`src/rtl/pla_pkg.sv`:
```
package pla_pkg;

  // Width of one configuration word: wide enough for a term word (2*N)
  // and for an output word (terms plus polarity bit).
  function automatic int cfg_width(input int n_in, input int n_terms);
    int tw;
    int ow;
    tw = 2 * n_in;
    ow = n_terms + 1;
    return (tw > ow) ? tw : ow;
  endfunction

  // Address width needed to reach every term and output word.
  function automatic int addr_width(input int n_terms, input int n_outs);
    int span;
    span = n_terms + n_outs;
    return (span > 1) ? $clog2(span) : 1;
  endfunction

endpackage

```
`src/rtl/pla_cfg_store.sv`:
```
module pla_cfg_store #(
  parameter int N_IN    = 4,
  parameter int N_TERMS = 8,
  parameter int N_OUTS  = 4,
  parameter int ADDR_W  = 4,
  parameter int CFG_W   = 9
) (
  input  logic                              clk,
  input  logic                              rst,
  input  logic                              we,
  input  logic [ADDR_W-1:0]                 addr,
  input  logic [CFG_W-1:0]                  wdata,
  output logic [N_TERMS-1:0][N_IN-1:0]      lit_true,
  output logic [N_TERMS-1:0][N_IN-1:0]      lit_comp,
  output logic [N_OUTS-1:0][N_TERMS-1:0]    term_sel,
  output logic [N_OUTS-1:0]                 out_inv
);

  localparam int OUT_BASE = N_TERMS;

  // One register word per product term.
  for (genvar k = 0; k < N_TERMS; k++) begin : g_term
    logic hit;
    assign hit = we && (int'(addr) == k);
    always_ff @(posedge clk) begin
      if (rst) begin
        lit_true[k] <= '0;
        lit_comp[k] <= '0;
      end else if (hit) begin
        lit_true[k] <= wdata[N_IN-1:0];
        lit_comp[k] <= wdata[2*N_IN-1:N_IN];
      end
    end
  end

  // One register word per output: term select plus polarity.
  for (genvar j = 0; j < N_OUTS; j++) begin : g_out
    logic hit;
    assign hit = we && (int'(addr) == OUT_BASE + j);
    always_ff @(posedge clk) begin
      if (rst) begin
        term_sel[j] <= '0;
        out_inv[j]  <= 1'b0;
      end else if (hit) begin
        term_sel[j] <= wdata[N_TERMS-1:0];
        out_inv[j]  <= wdata[N_TERMS];
      end
    end
  end

endmodule

```
`src/rtl/pla_and_plane.sv`:
```
module pla_and_plane #(
  parameter int N_IN    = 4,
  parameter int N_TERMS = 8
) (
  input  logic [N_IN-1:0]                   x,
  input  logic [N_TERMS-1:0][N_IN-1:0]      lit_true,
  input  logic [N_TERMS-1:0][N_IN-1:0]      lit_comp,
  output logic [N_TERMS-1:0]                prod
);

  // A literal that is not connected contributes 1 to its AND gate.
  for (genvar k = 0; k < N_TERMS; k++) begin : g_prod
    logic [N_IN-1:0] pass_true;
    logic [N_IN-1:0] pass_comp;
    assign pass_true = ~lit_true[k] | x;
    assign pass_comp = ~lit_comp[k] | ~x;
    assign prod[k]   = &(pass_true & pass_comp);
  end

endmodule

```
`src/rtl/pla_or_plane.sv`:
```
module pla_or_plane #(
  parameter int N_TERMS = 8,
  parameter int N_OUTS  = 4
) (
  input  logic [N_TERMS-1:0]                prod,
  input  logic [N_OUTS-1:0][N_TERMS-1:0]    term_sel,
  input  logic [N_OUTS-1:0]                 out_inv,
  output logic [N_OUTS-1:0]                 y
);

  for (genvar j = 0; j < N_OUTS; j++) begin : g_sum
    logic any_term;
    assign any_term = |(term_sel[j] & prod);
    assign y[j]     = any_term ^ out_inv[j];
  end

endmodule

```
`src/rtl/pla_core.sv`:
```
module pla_core #(
  parameter int N_IN    = 4,
  parameter int N_TERMS = 8,
  parameter int N_OUTS  = 4,
  parameter int ADDR_W  = pla_pkg::addr_width(N_TERMS, N_OUTS),
  parameter int CFG_W   = pla_pkg::cfg_width(N_IN, N_TERMS)
) (
  input  logic              clk,
  input  logic              rst,
  input  logic              cfg_we,
  input  logic [ADDR_W-1:0] cfg_addr,
  input  logic [CFG_W-1:0]  cfg_wdata,
  input  logic [N_IN-1:0]   data_in,
  output logic [N_OUTS-1:0] data_out
);

  logic [N_TERMS-1:0][N_IN-1:0]   lit_true_w;
  logic [N_TERMS-1:0][N_IN-1:0]   lit_comp_w;
  logic [N_OUTS-1:0][N_TERMS-1:0] term_sel_w;
  logic [N_OUTS-1:0]              out_inv_w;
  logic [N_TERMS-1:0]             prod_w;

  pla_cfg_store #(
    .N_IN(N_IN), .N_TERMS(N_TERMS), .N_OUTS(N_OUTS),
    .ADDR_W(ADDR_W), .CFG_W(CFG_W)
  ) u_store (
    .clk(clk), .rst(rst), .we(cfg_we), .addr(cfg_addr), .wdata(cfg_wdata),
    .lit_true(lit_true_w), .lit_comp(lit_comp_w),
    .term_sel(term_sel_w), .out_inv(out_inv_w)
  );

  pla_and_plane #(.N_IN(N_IN), .N_TERMS(N_TERMS)) u_and (
    .x(data_in), .lit_true(lit_true_w), .lit_comp(lit_comp_w), .prod(prod_w)
  );

  pla_or_plane #(.N_TERMS(N_TERMS), .N_OUTS(N_OUTS)) u_or (
    .prod(prod_w), .term_sel(term_sel_w), .out_inv(out_inv_w), .y(data_out)
  );

endmodule

```
`config.mk`:
```
export PLATFORM = sky130hd
export DESIGN_NAME = pla_core
export DESIGN_NICKNAME = d
export VERILOG_FILES = /design/src/rtl/pla_pkg.sv /design/src/rtl/pla_cfg_store.sv /design/src/rtl/pla_and_plane.sv /design/src/rtl/pla_or_plane.sv /design/src/rtl/pla_core.sv
export SDC_FILE = /design/constraint.sdc
export NUM_CORES = 1
export LEC_CHECK = 0
export ABC_AREA = 1
export CAP_MARGIN = 20
export CORE_AREA = 2 2 90 92
export DETAILED_ROUTE_END_ITERATION = 12
export DIE_AREA = 0 0 92 94
export HOLD_SLACK_MARGIN = 0.05
export PLACE_DENSITY_LB_ADDON = 0.2
export SYNTH_ARGS = -nofsm -noshare
export SYNTH_HDL_FRONTEND = slang
export SYNTH_SLANG_ARGS = --single-unit
```
`constraint.sdc`:
```
create_clock -name clk -period 1.4 [get_ports clk]
set_input_delay 0.21 -clock clk [delete_from_list [all_inputs] [get_ports clk]]
set_output_delay 0.21 -clock clk [all_outputs]
set_load 0.005 [all_outputs]
```
# Word level (Yosys, flattened, before mapping)
# Index checks and enable logic that the tools add are counted.
dict set report word_totals {
  out_inout_bits 4
  wordCells 109
  in_bits 20
  regBits 100
}
dict set report op_classes {
  n_reduce_logical 25
  n_bitwise 49
  n_eq_ne 11
}
# cell count
set ops {}
lappend ops {{4-bit inverter} 17}
lappend ops {{4-bit bitwise OR} 16}
lappend ops {{4-bit AND} 8}
lappend ops {{8-bit AND} 4}
lappend ops {{4-bit equality test (second input constant)} 8}
lappend ops {{4-bit AND reduction} 8}
lappend ops {{8-bit OR reduction} 4}
lappend ops {{1-bit logical AND} 12}
lappend ops {{4-bit by 3-bit equality test with 1-bit output (second input constant)} 2}
lappend ops {{4-bit by 2-bit equality test with 1-bit output (second input constant)} 1}
lappend ops {{4-bit zero test} 1}
lappend ops {{1-bit XOR} 4}

# Longest topological paths before layout
dict set report logic_depth {
  depth_word 7
  ltp_mapped 11
  depth_no_buf 10
}

# Cells and area by module
# From an unflattened synthesis, not the netlist that was laid out.
dict set report hier_totals {
  cells_unflattened 847
  hier_area_um2 5034.8
}
# module area_each_um2 instances cells_each
set modules_own_cells {}
lappend modules_own_cells {pla_cfg_store 3961.3 1 579}
lappend modules_own_cells {pla_and_plane 763.2 1 192}
lappend modules_own_cells {pla_or_plane 310.3 1 76}

# Least setup slack after synthesis
# OpenSTA, ideal clock, no wires.
dict set report synth_path {
  path_kind {in2out}
  start {in data_in[1]}
  end {out data_out[2]}
  slack_ps 162
  t_arrival_ps 1028
  cell_stages 11
  required_ps 1190
  path_cell_list {buf_4 inv_2 nand2_1 nand2_1 nor2_1 nand3_1 nand2_1 nor2_1 nand2_1 nand2_1 nand2_1}
}
dict set report synth_via {
  elab_chain_cells 7
}
# element line
set synth_lines {}
lappend synth_lines {{start: declaration} pla_core.sv:13} ;# input logic [N_IN-1:0] data_in,
lappend synth_lines {{4-bit inverter} pla_and_plane.sv:16} ;# assign pass_comp = ~lit_comp[k] | ~x;
lappend synth_lines {{4-bit bitwise OR} pla_and_plane.sv:16}
lappend synth_lines {{4-bit AND} pla_and_plane.sv:17} ;# assign prod[k] = &(pass_true & pass_comp);
lappend synth_lines {{4-bit AND reduction} pla_and_plane.sv:17}
lappend synth_lines {{8-bit AND *} pla_or_plane.sv:13} ;# assign any_term = |(term_sel[j] & prod);
lappend synth_lines {{8-bit OR reduction *} pla_or_plane.sv:13}
lappend synth_lines {{1-bit XOR *} pla_or_plane.sv:14} ;# assign y[j] = any_term ^ out_inv[j];
lappend synth_lines {{end: declaration} pla_core.sv:14} ;# output logic [N_OUTS-1:0] data_out
# Every way passes the cells marked *; elsewhere a longest branch is shown, timed or not.

# Worst setup path after layout
dict set report layout_path {
  start {reg u_store.lit_true[29] (netlist bit)}
  end {out data_out[2]}
}
dict set report layout_via {
  elab_chain_cells 7
}
# element line
set layout_lines {}
lappend layout_lines {{start: declaration} pla_cfg_store.sv:13} ;# output logic [N_TERMS-1:0][N_IN-1:0] lit_true,
lappend layout_lines {{start signal: indexed assignment} pla_cfg_store.sv:30} ;# lit_true[k] <= wdata[N_IN-1:0];
lappend layout_lines {{4-bit inverter} pla_and_plane.sv:15} ;# assign pass_true = ~lit_true[k] | x;
lappend layout_lines {{4-bit bitwise OR} pla_and_plane.sv:15}
lappend layout_lines {{4-bit AND} pla_and_plane.sv:17}
lappend layout_lines {{4-bit AND reduction} pla_and_plane.sv:17}
lappend layout_lines {{8-bit AND} pla_or_plane.sv:13}
lappend layout_lines {{8-bit OR reduction} pla_or_plane.sv:13}
lappend layout_lines {{1-bit XOR} pla_or_plane.sv:14}
# No other way between the ends.

==> run metrics <==
Port Buffers=23; Final Slew Violations=0; Hold-fix buffers, CTS=0; CTS tree=done; RR Startpoint=u_store.lit_true[19]; register area share after synthesis=0.454; Final WS setup=-404 ps; met3 wire len=1110 µm; GRT Overall Usage=0.321; Max Used Layer=met4; Synth Area in Compound Gates=0.133; HP Class=primary input to flip-flop; flop-to-flop setup slack=610 ps; die area=8650 µm²; most common cell in the netlist=nand2_1; xor-xnor portion of the synthesized cell area=0; layout cells sized above 1=0.238; row count=32; Synth Instances=647; CTS root buf=clkbuf_8; initial drt markers=374; FFs w/ async S/R, synth=0; warnings from Yosys=0; worst skew pair latency=370 ps; hpwl dp=8610 µm; WP data arrival=1590 ps; Area contributors post-synth=dfxtp_1, nand2_1, a21oi_1, nand3_1, nor2_1; Tot Pwr=0.00577 W; status=finished with violations; GP Congestion=0.886; post-synth top area share=0.454; Syn-to-layout area delta=27.7%; Avg Inst Size Synth=6.82 µm²; final core occ=0.741; clk slew on worst S/H paths=100 ps; violated checks=setup timing; synth unique cells=21; hold_sp=rst; Final Cycle Share=1.29; RSZ-0062 raised after global routing=yes; Top Ports=24; simple-gate share of the synthesized area=0.355; first-pass GRT wire length=21600 µm; FILL cells=578; DRT antenna net count=0; largest family of logic cells by synthesized area=simple AND/OR/NAND/NOR gates; DR WL met2=6390 µm; FF+latch area=2010 µm²; WHS=308 ps; Fin. Hold Viols=0; initial core utilization=0.580; R2R cell count=3; CP Launch Point=u_store.lit_true[29]; Wirelength per Cell=16.3 µm; Total Wirelength=13200 µm; post-synth top area cell=dfxtp_1; Num CTS Buffers=9; Final setup viols=5; DRT Pass-1 Iters=5; Worst Hold Path Cells=3; Crit Path Max Fanout=4; clk sinks=100; htree depth=3; placed cell count=795; Required @ worst endpoint=1190 ps; fmax=554 MHz; routed vias/inst=5.58; vias in the first global route=4479; DIE WIDTH=92 µm; Max IR drop VDD=0.638 mV; Clock Tree Buf Depth=2; worst-margin pin slew=397 ps; element type at the critical path end=output pin; Worst slew margin=0.735; die height=94 µm; antenna violations before repair=0; number of synthesized register bits=100; largest net degree at the start of global routing=65; final worst clock skew=0 ps; number of diodes=0; area of the multi-input gates=2420 µm²; final instance count without filler cells=809; max-cap violation count=0; Pleak=2.24 nW; Synth top cells by count=nand2_1, dfxtp_1, a21oi_1; Setup CP Type=flip-flop to output pin; most used flip-flop cell after synthesis=dfxtp_1; Netlist Area Pre-Place=4410 µm²; PD cells=1020 nW/µm²; post-synthesis mux area share=0; nets=722; type of origin of the critical path=flip-flop; core box area=7610 µm²; Synth Area in Adders=0; Post-route DRC=0; Tmin final=1800 ps; Congestion Overflow GR=0; Post-synth EDFFs=0; Mapped Nets=667; vias post-DR=4512; Metal-1 WL=5270 µm
==> where the power goes <==
part | total, W | leakage (nW) | switching [W] | internal (W)
Combinational | 0.000595 | 1.30 | 0.000361 | 0.000234
Sequential | 0.00290 | 0.811 | 0.0000209 | 0.00288
Clock | 0.00227 | 0.124 | 0.00103 | 0.00125
Total | 0.00577 | 2.24 | 0.00141 | 0.00436
==> cells by family (layout without fill, tap and decap cells) <==
family | count (synthesis) | after routing
buffers and inverters | 62 | 122
and+or+nand+nor | 377 | 377
DFF | 100 | 100
AOI/OAI and AO/OA | 108 | 108
==> final timing paths <==
path                                to
setup / recovery           data_out[2]
hold / removal     u_store.lit_true[5]
setup reg to reg  u_store.lit_true[19]
hold reg to reg   u_store.lit_true[26]
==> worst max-delay path, stage by stage, from the launching register on <==
cell and delay [ps]:
dfxtp_1 340, nand2_1 60, nand2_1 90, nor2_4 210, nand3_1 120, nand2_2 110, nor2_4 50, nand2_1 50
nand2_1 40, nand2_1 50, buf_2 100
==> layout make-up <==
class	instances	share of cell area
Tap cell	102	0.0226
Clock buffer	11	0.0251
Multi-Input combinational cell	485	0.429
Timing Repair Buffer	73	0.123
Inverter	33	0.0244
Sequential cell	100	0.357
Clock inverter	5	0.0191
==> routing by layer <==
| metal | global-route usage | vias up |
|---|---|---|
| li1 | - | 2192 |
| met1 | 0.381 | 2079 |
| met2 | 0.542 | 203 |
| met3 | 0.0883 | 38 |
| met4 | 0.149 | 0 |
| met5 | 0 | - |
==> cell usage in the layout, fill, tap and decap left out <==
| cell type | count |
|---|---|
| nand3_1 | 28 |
| buf_6 | 2 |
| clkinvlp_4 | 1 |
| o21ai_2 | 7 |
| inv_1 | 12 |
| dfxtp_2 | 7 |
| nand2_2 | 13 |
| nand3_2 | 11 |
| a211oi_2 | 3 |
| bufbuf_16 | 1 |
| dfxtp_1 | 93 |
| clkinv_4 | 1 |
| nor3_4 | 2 |
| buf_12 | 7 |
| a211oi_1 | 9 |
| clkbuf_1 | 1 |
| a21oi_1 | 87 |
| dlygate4sd2_1 | 3 |
| nor2_4 | 21 |
| inv_2 | 16 |
| nand2_1 | 270 |
| inv_4 | 4 |
| nor2_1 | 14 |
| inv_6 | 1 |
| nand4_1 | 7 |
| clkdlybuf4s50_1 | 13 |
| buf_2 | 6 |
| o21ai_1 | 1 |
| nand2_4 | 2 |
| nor2_2 | 8 |
| clkbuf_8 | 10 |
| a21oi_2 | 1 |
| buf_4 | 40 |
| dlymetal6s2s_1 | 1 |
| bufinv_16 | 3 |
| nand3_4 | 1 |
==> metrics by stage <==
stage | TNS, ps | instance area [µm²] | worst slack (ps)
finish | -1570 | 5640 | -404
global route | -2210 | 5640 | -515
CTS | -1590 | 5460 | -409
detailed placement | -32920 | 5110 | -1090
global placement | -28970 | 5110 | -1090
floorplan | 0 | 4410 | 162
==> what timing repair did <==
| item | CTS | global route |
|---|---|---|
| setup buffers | 0 | 1 |
| setup endpoints to repair | 11 | 46 |
| gates cloned | 1 | 0 |
| pin swaps | 25 | 25 |
| gates resized for setup | 67 | 50 |
==> state kept, by name, indices dropped and copies added, names as in the netlist <==
name / count
u_store.out_inv: 4
u_store.lit_comp: 32
u_store.lit_true: 32
u_store.term_sel: 32
Note: power is estimated with default switching activity, not from simulation.
